## config.mk

```make
export PLATFORM = sky130hd
export DESIGN_NAME = ctlchar_rx_recognizer
export DESIGN_NICKNAME = d
export VERILOG_FILES = /design/src/rtl/ctlchar_pkg.sv /design/src/rtl/ctlchar_match.sv /design/src/rtl/ctlchar_bcs_track.sv /design/src/rtl/ctlchar_rx_recognizer.sv
export SDC_FILE = /design/constraint.sdc
export NUM_CORES = 1
export LEC_CHECK = 0
export ABC_AREA = 1
export BUFFER_PORTS_ARGS = -buffer_cell sky130_fd_sc_hd__buf_2
export CAP_MARGIN = 20
export CORE_MARGIN = 4
export CORE_UTILIZATION = 45
export DETAILED_ROUTE_END_ITERATION = 12
export PLACE_DENSITY = 0.91
export SLEW_MARGIN = 30
export SYNTH_ARGS = -nofsm -noshare
export SYNTH_HDL_FRONTEND = slang
export SYNTH_SLANG_ARGS = --single-unit
export TNS_END_PERCENT = 30
```

## constraint.sdc

```tcl
create_clock -name clk_i -period 2.4 [get_ports clk_i]
set_clock_uncertainty 0.2 [all_clocks]
set_input_delay 0.12 -clock clk_i [delete_from_list [all_inputs] [get_ports clk_i]]
set_output_delay 0.12 -clock clk_i [all_outputs]
set_load 0.01 [all_outputs]
```

## src/rtl/ctlchar_pkg.sv

```systemverilog
package ctlchar_pkg;
  localparam int unsigned CHAR_W = 8;
  localparam int unsigned MAX_ENTRIES = 8;

  typedef struct packed {
    logic hit;
    logic defer;
    logic hunt;
  } match_t;
endpackage

```

## src/rtl/ctlchar_match.sv

```systemverilog
module ctlchar_match
  import ctlchar_pkg::*;
#(
  parameter int unsigned N_ENTRIES = 8,
  parameter int unsigned W = CHAR_W
) (
  input  logic [W-1:0]           byte_i,
  input  logic [W-1:0]           mask_i,
  input  logic [N_ENTRIES-1:0]   end_i,
  input  logic [N_ENTRIES-1:0]   defer_i,
  input  logic [N_ENTRIES-1:0]   hunt_i,
  input  logic [N_ENTRIES*W-1:0] char_i,
  output match_t                 res_o
);
  logic [N_ENTRIES-1:0] eq, alive, cand, first;

  // per-entry masked compare and end-of-table propagation
  for (genvar g = 0; g < N_ENTRIES; g++) begin : g_ent
    assign eq[g] = ((byte_i ^ char_i[g*W +: W]) & mask_i) == '0;
    if (g == 0) begin : g_head
      assign alive[g] = ~end_i[g];
    end else begin : g_tail
      assign alive[g] = alive[g-1] & ~end_i[g];
    end
  end

  assign cand = eq & alive;

  always_comb begin
    first = '0;
    for (int i = N_ENTRIES - 1; i >= 0; i--) begin
      if (cand[i]) first = '0;
      if (cand[i]) first[i] = 1'b1;
    end
  end

  assign res_o.hit   = |first;
  assign res_o.defer = |(first & defer_i);
  assign res_o.hunt  = |(first & hunt_i);

  always_comb begin
    a_r4_single_winner: assert ($onehot0(first));
  end
endmodule

```

## src/rtl/ctlchar_bcs_track.sv

```systemverilog
module ctlchar_bcs_track (
  input  logic clk_i,
  input  logic rst_ni,
  input  logic clr_i,
  input  logic start_i,
  input  logic two_i,
  input  logic hunt_i,
  input  logic consume_i,
  output logic waiting_o,
  output logic done_o,
  output logic done_hunt_o
);
  logic [1:0] cnt_q;
  logic       hunt_q;

  assign waiting_o   = cnt_q != 2'd0;
  assign done_o      = consume_i && cnt_q == 2'd1;
  assign done_hunt_o = done_o && hunt_q;

  always_ff @(posedge clk_i or negedge rst_ni) begin
    if (!rst_ni) begin
      cnt_q  <= 2'd0;
      hunt_q <= 1'b0;
    end else if (clr_i) begin
      cnt_q  <= 2'd0;
      hunt_q <= 1'b0;
    end else if (start_i) begin
      cnt_q  <= two_i ? 2'd2 : 2'd1;
      hunt_q <= hunt_i;
    end else if (consume_i && waiting_o) begin
      cnt_q  <= cnt_q - 2'd1;
    end
  end

  a_r6_wait_armed: assert property (@(posedge clk_i) disable iff (!rst_ni)
    (start_i && !clr_i) |=> waiting_o);
  a_r12_wait_cleared: assert property (@(posedge clk_i) disable iff (!rst_ni)
    clr_i |=> !waiting_o);
  a_r7_countdown: assert property (@(posedge clk_i) disable iff (!rst_ni)
    (consume_i && !clr_i && cnt_q == 2'd2) |=> cnt_q == 2'd1);
endmodule

```

## src/rtl/ctlchar_rx_recognizer.sv

```systemverilog
module ctlchar_rx_recognizer
  import ctlchar_pkg::*;
#(
  parameter int unsigned N_ENTRIES = MAX_ENTRIES,
  parameter int unsigned W = CHAR_W
) (
  input  logic                   clk_i,
  input  logic                   rst_ni,
  input  logic                   soft_rst_i,
  input  logic                   byte_vld_i,
  input  logic [W-1:0]           byte_i,
  input  logic                   hunt_i,
  input  logic                   bcs_two_i,
  input  logic                   sync_en_i,
  input  logic [W-1:0]           sync_char_i,
  input  logic [W-1:0]           mask_i,
  input  logic [N_ENTRIES-1:0]   tbl_end_i,
  input  logic [N_ENTRIES-1:0]   tbl_defer_i,
  input  logic [N_ENTRIES-1:0]   tbl_hunt_i,
  input  logic [N_ENTRIES*W-1:0] tbl_char_i,
  output logic                   wr_o,
  output logic                   close_o,
  output logic                   bcs_wait_o,
  output logic                   hunt_req_o,
  output logic                   discard_o,
  output logic                   irq_o
);
  match_t m;
  logic   evt, waiting, done, done_hunt, start, strip;
  logic   wr_d, close_d, bw_d, hunt_d, disc_d;

  ctlchar_match #(.N_ENTRIES(N_ENTRIES), .W(W)) i_match (
    .byte_i (byte_i),
    .mask_i (mask_i),
    .end_i  (tbl_end_i),
    .defer_i(tbl_defer_i),
    .hunt_i (tbl_hunt_i),
    .char_i (tbl_char_i),
    .res_o  (m)
  );

  assign evt   = byte_vld_i && !hunt_i && !soft_rst_i;
  assign strip = sync_en_i && byte_i == sync_char_i;
  assign start = evt && !waiting && !strip && m.hit && m.defer;

  ctlchar_bcs_track i_track (
    .clk_i      (clk_i),
    .rst_ni     (rst_ni),
    .clr_i      (soft_rst_i),
    .start_i    (start),
    .two_i      (bcs_two_i),
    .hunt_i     (m.hunt),
    .consume_i  (evt && waiting),
    .waiting_o  (waiting),
    .done_o     (done),
    .done_hunt_o(done_hunt)
  );

  // check bytes take precedence over stripping and table lookup
  always_comb begin
    wr_d = 1'b0; close_d = 1'b0; bw_d = 1'b0; hunt_d = 1'b0; disc_d = 1'b0;
    if (evt) begin
      if (waiting) begin
        close_d = done;
        hunt_d  = done_hunt;
      end else if (strip) begin
        disc_d = 1'b1;
      end else begin
        wr_d = 1'b1;
        if (m.hit && m.defer) begin
          bw_d = 1'b1;
        end else if (m.hit) begin
          close_d = 1'b1;
          hunt_d  = m.hunt;
        end
      end
    end
  end

  always_ff @(posedge clk_i or negedge rst_ni) begin
    if (!rst_ni) begin
      wr_o <= 1'b0; close_o <= 1'b0; bcs_wait_o <= 1'b0;
      hunt_req_o <= 1'b0; discard_o <= 1'b0; irq_o <= 1'b0;
    end else begin
      wr_o       <= wr_d;
      close_o    <= close_d;
      bcs_wait_o <= bw_d;
      hunt_req_o <= hunt_d;
      discard_o  <= disc_d;
      irq_o      <= close_d;
    end
  end

  a_r13_strobe_follows_byte: assert property (@(posedge clk_i) disable iff (!rst_ni)
    (wr_o || close_o || discard_o || bcs_wait_o) |-> $past(byte_vld_i && !hunt_i));
  a_r8_hunt_with_close: assert property (@(posedge clk_i) disable iff (!rst_ni)
    hunt_req_o |-> close_o && irq_o);
  a_r9_discard_alone: assert property (@(posedge clk_i) disable iff (!rst_ni)
    discard_o |-> !(wr_o || close_o || bcs_wait_o || hunt_req_o));
  a_r11_hunt_silent: assert property (@(posedge clk_i) disable iff (!rst_ni)
    $past(hunt_i) |-> !(wr_o || close_o || discard_o || bcs_wait_o));
endmodule

```

== After elaboration in Yosys (flattened, before gate mapping) ==
Index checks and enable logic that the tools add are counted.
Word-level totals
  register bits after elaboration: 8
  output and inout bits: 6
  bits of input ports: 119
  word-level logic and storage cells: 115
Cells by class
  muxes and demuxes: 41
  bitwise operators: 34
  eq/ne operators: 2
  add/sub/neg operators: 1
  reductions and logical operators: 30
Operators with widths (number)
  $and A8 B8 Y8: 11
  $logic_not A8 Y1: 8
  $xor A8 B8 Y8: 8
  $mux W8: 7
  $mux W1: 30
  $reduce_or A8 Y1: 3
  $logic_and A1 B1 Y1: 12
  $eq A8 B8 Y1: 1
  $mux W2: 4
  $not A1 Y1: 8
  $and A1 B1 Y1: 7
  $logic_not A1 Y1: 4
  $reduce_bool A2 Y1: 2
  $reduce_bool A3 Y1: 1
  $eq A2 B1 Y1 const B: 1
  $sub A2 B1 Y2 const B: 1

== Logic depth before layout (Yosys ltp) ==
  depth in word-level cells: 31
  depth in mapped cells: 20
  depth with buffers taken out: 19

== Modules after synthesis ==
From an unflattened synthesis, not the netlist that was laid out.
Second synthesis, totals
  cells, all modules: 517
  area, all modules: 2528.7 um^2
Modules (own cells, without submodules)
  ctlchar_match: cells each 413, sequential area each 0.0 um^2, instances 1, area an instance 1873.0 um^2
  ctlchar_rx_recognizer: cells each 75, sequential area each 125.1 um^2, instances 1, area an instance 454.2 um^2
  ctlchar_bcs_track: cells each 29, sequential area each 75.1 um^2, instances 1, area an instance 201.4 um^2

== Worst setup path after synthesis ==
No wires, ideal clock.
  kind: in2reg
  start point: input port byte_i[5]
  end point: register i_track.cnt_q[0]
  arrival time: 1.469 ns
  buffers on the path: 1
  data required time: 2.083 ns
  setup time: 0.117 ns
  path slack: 0.614 ns
  stages: 19
  cells stage by stage: buf_4 -> inv_4 -> nand2_1 -> nand3_1 -> nand2_1 -> nor2_1 -> nand3_2 -> nand2_2 -> nor2_4 -> nand3_1 -> nand2_1 -> nor2_1 -> nand2_2 -> nand2_4 -> nand2_1 -> nand2_1 -> inv_1 -> nand2_1 -> nand2_1
Between the ends
  word-level cells in the longest chain between the ends: 17
  elaborated cells between the ends (all ways): 52
  classes of those cells: 1 x eq/ne; 17 x mux; 18 x bitwise; 16 x reduce/logical
Ends and longest elaborated chain
  start, declared: line ctlchar_rx_recognizer.sv:11  | input logic [W-1:0] byte_i,
  $xor A8 B8 Y8: line ctlchar_match.sv:19  | assign eq[g] = ((byte_i ^ char_i[g*W +: W]) & mask_i) == '0;
  $and A8 B8 Y8: line ctlchar_match.sv:19
  $logic_not A8 Y1: line ctlchar_match.sv:19
  $and A8 B8 Y8: line ctlchar_match.sv:27  | assign cand = eq & alive;
  $mux W1: line ctlchar_match.sv:33  | if (cand[i]) first[i] = 1'b1;
  $mux W8 (7 in a row): line ctlchar_match.sv:32  | if (cand[i]) first = '0;
  $and A8 B8 Y8 or $reduce_or A8 Y1 (tied branches): line ctlchar_match.sv:38, ctlchar_match.sv:37
  $reduce_or A8 Y1 or $logic_and A1 B1 Y1 (tied branches): line ctlchar_match.sv:38, ctlchar_rx_recognizer.sv:44
  $logic_and A1 B1 Y1 *: line ctlchar_rx_recognizer.sv:44  | assign start = evt && !waiting && !strip && m.hit && m.defer;
  $mux W2: line ctlchar_bcs_track.sv:27  | end else if (start_i) begin
  $mux W2: line ctlchar_bcs_track.sv:24  | end else if (clr_i) begin
  end signal, assigned: line ctlchar_bcs_track.sv:28  | cnt_q <= two_i ? 2'd2 : 2'd1;
  end signal, assigned: line ctlchar_bcs_track.sv:31  | cnt_q <= cnt_q - 2'd1;
  end, declared: line ctlchar_bcs_track.sv:13  | logic [1:0] cnt_q;
Every way passes the cells marked *; elsewhere a longest branch is shown, timed or not.
A chain may end at the register's enable or synchronous reset.

== Worst setup path after layout ==
  start point: input port byte_i[2]
  end point: register i_track.cnt_q[0]
The elaborated chain is that of the path after synthesis.

==> impl_metrics.tcl <==
set metrics [dict create \
    cts_buffers 3 \
    antenna_cells 0 \
    rsz0062_at_grt "false" \
    p_int_mw 0.404 \
    worstReg2RegStart "i_track.cnt_q[0]" \
    finalWeightedCongestion 0.887 \
    fin_area_um2 2940 \
    p_leak_nw 2.00 \
    setup_viol 0 \
    worstSetupPathType "input pin to flip-flop" \
    r2r_setup_slack_ps 680 \
    synth.net_count 601 \
    portBuffers 124 \
    clock_latency_ps 220 \
    cts_tree "done" \
    synth_mux_area_share_pct 0 \
    fin_util_pct 60.7 \
    drt_wl_total_um 7270 \
    clkPwrFrac_pct 23.1 \
    synth_cell_types 33 \
    start_util_pct 47.8 \
    routed_via_density 4.83 \
    die_x_um 79.7 \
    synth_edf_count 0 \
    crit_required_ps 2310 \
    layout_commonest_cell "nand2_1" \
    synth_top_area_share_pct 29.8 \
    n_fill_cell 508 \
    hp-start "hunt_i" \
    tns_ps 0 \
    hold_path.class "input pin to flip-flop" \
    status "finished clean" \
    antenna_left 0 \
    htreeDepth 1 \
    slew_violations 0 \
    finalCriticalPeriod_ps 2010 \
    dp_hpwl_um 6350 \
    p_seq_share_pct 20.3 \
    place_ws_ps 155 \
    swShare_pct 39.9 \
    vias 3180 \
    drt_iter0_drc 220 \
    hold_violations 0 \
    synth_compound_area_share_pct 3.19 \
    maxCapViolations 0 \
    startpoint "byte_i[2]" \
    yosys.area_share.simple_pct 65.5 \
    dieArea_um2 6360 \
    power_switching_mw 0.268 \
    area_growth_pct 27.1 \
    synth_seq_cells 8 \
    fin_crit_sh_pct 83.8 \
    fmax_mhz 497 \
    synthXorXnorAreaFrac_pct 1.13 \
    cts_sinks 8 \
    grt_max_degree 14 \
    nets 715 \
    async_flop_share_pct 100 \
    wl_per_cell_um 11.0 \
    cts.clk_slew.worst_paths_ps 40 \
    core_um2 4850 \
    synth.area.top_cells "nand2_1, nand3_1, inv_1" \
    synth_top_family_by_area "simple AND/OR/NAND/NOR gates" \
    drtPass1Iterations 5 \
    die_h_um 79.7 \
    pwr_density_cell_nw_per_um2 228 \
    drc_errors 0 \
    endpoint_kind "flip-flop" \
    post_route_cells_drive_above_1_share_pct 25.7 \
    final_cell_mix "nand2_1, buf_2, inv_1, nand3_1, nor2_1" \
    grt_pass1_vias 2834 \
    start_kind "input pin" \
    synth.cell_area_um2 2320 \
    reg2reg_depth 11 \
    synth_warnings 0 \
    power.total_mw 0.672 \
    synth_cells 480 \
    yosys.area.top_type "nand2_1" \
    slew_headroom_pct 81.7 \
    yosys.area_share.adder_pct 1.08 \
    grt_pass1_wl_um 11800 \
    pin_count 125 \
    cts_root_buf "clkbuf_8" \
    whs_path_depth 4 \
    worstPathArrival_ps 1930 \
    worst_slack_ps 388 \
    track_usage_pct 22.5 \
    rows 25 \
    antenna_found_initial 0 \
    tightest_slew_ps 272 \
    ys.flop_type "dfrtp_1" \
    crit_fanout 11 \
    clk_path_buf_depth 2 \
    synth_seq_area_share_pct 8.64 \
    grt.overflow.total 0 \
    ir_worst_vdd_mv 0.186 \
    power_frac_comb_pct 56.6 \
    dpl_cell_area_um2 2880 \
    syn_avg_cell_area_um2 4.82 \
]
critical path: stages:
cell and delay, ps:
buf_2 170, inv_1 180, nand2_1 70, nand3_1 70
nand2_1 50, nor2_1 180, nand2_1 80, nor2_1 200
nor2_1 90, nand3_1 80, nand3_1 90, nor2_1 120
nand2_2 90, nand2_4 100, nand2_1 60, nand2_1 50
inv_1 30, nand2_1 50, nand2_1 40
per-stage QoR:
stage | cells | hold slack (ps)
after global placement | 654 | -239
after detailed placement | 654 | -235
after CTS | 659 | 11.1
final | 659 | 13.9
after global routing | 659 | 41.6
after floorplan | 480 | -376
repair_timing:
item                                    CTS  global route
buffers inserted                          0             0
resized for setup                         0             0
endpoints found under the setup margin    0             0
hold buffers                              2             0
endpoints found under the hold margin    10             0
per-layer routing:
metal	routed length, um	up-vias	global-route usage (%)
li1	-	1675	-
met1	3080	1353	30.7
met2	3470	140	38.9
met3	634	12	1.69
met4	95	0	4.73
met5	0	-	0
registers in the layout, summed over array words and instances (netlist names):
name and cells:
i_track.cnt_q 2, bcs_wait_o 1, discard_o 1, hunt_req_o 1, i_track.hunt_q 1, irq_o 1, wr_o 1
power groups by stage:
stage / sequential, mW / combinational (mW) / clock, mW
2_1_floorplan: 0.139 / 0.227 / 0
3_3_place_gp: 0.138 / 0.364 / 0
3_5_place_dp: 0.138 / 0.374 / 0
4_1_cts: 0.137 / 0.378 / 0.159
5_1_grt: 0.137 / 0.432 / 0.167
6_report: 0.137 / 0.380 / 0.155
kinds of logic after synthesis:
| family | Yosys count |
|---|---|
| DFF | 8 |
| buffers and inverters | 106 |
| AOI/OAI and AO/OA | 12 |
| xor gates and xnor gates | 3 |
| and+or+nand+nor | 349 |
| adders and majority gates | 2 |
cell type report:
type                    instances  area [um2]  area share, %
multi-input cells             366        1640           55.8
repair buffers                126         641           21.8
inverters                      89         337           11.4
flip-flops and latches          8         200           6.80
well taps                      67        83.8           2.85
clock buffers                   3        41.3           1.40
cells in the mapped netlist, types with 5 or more instances:
master / count
nand3_1: 68
buf_2: 5
dfrtp_1: 8
nand4_1: 7
inv_1: 86
nor2_1: 61
nand2_1: 184
buf_4: 5
or2_2: 7
final timing paths:
kind / end
setup / recovery: i_track.cnt_q[0]
hold / removal: discard_o
setup reg to reg: i_track.cnt_q[0]
hold reg to reg: i_track.hunt_q
max in group asynchronous: wr_o
min in group asynchronous: bcs_wait_o
(Power assumes the default switching activity.)
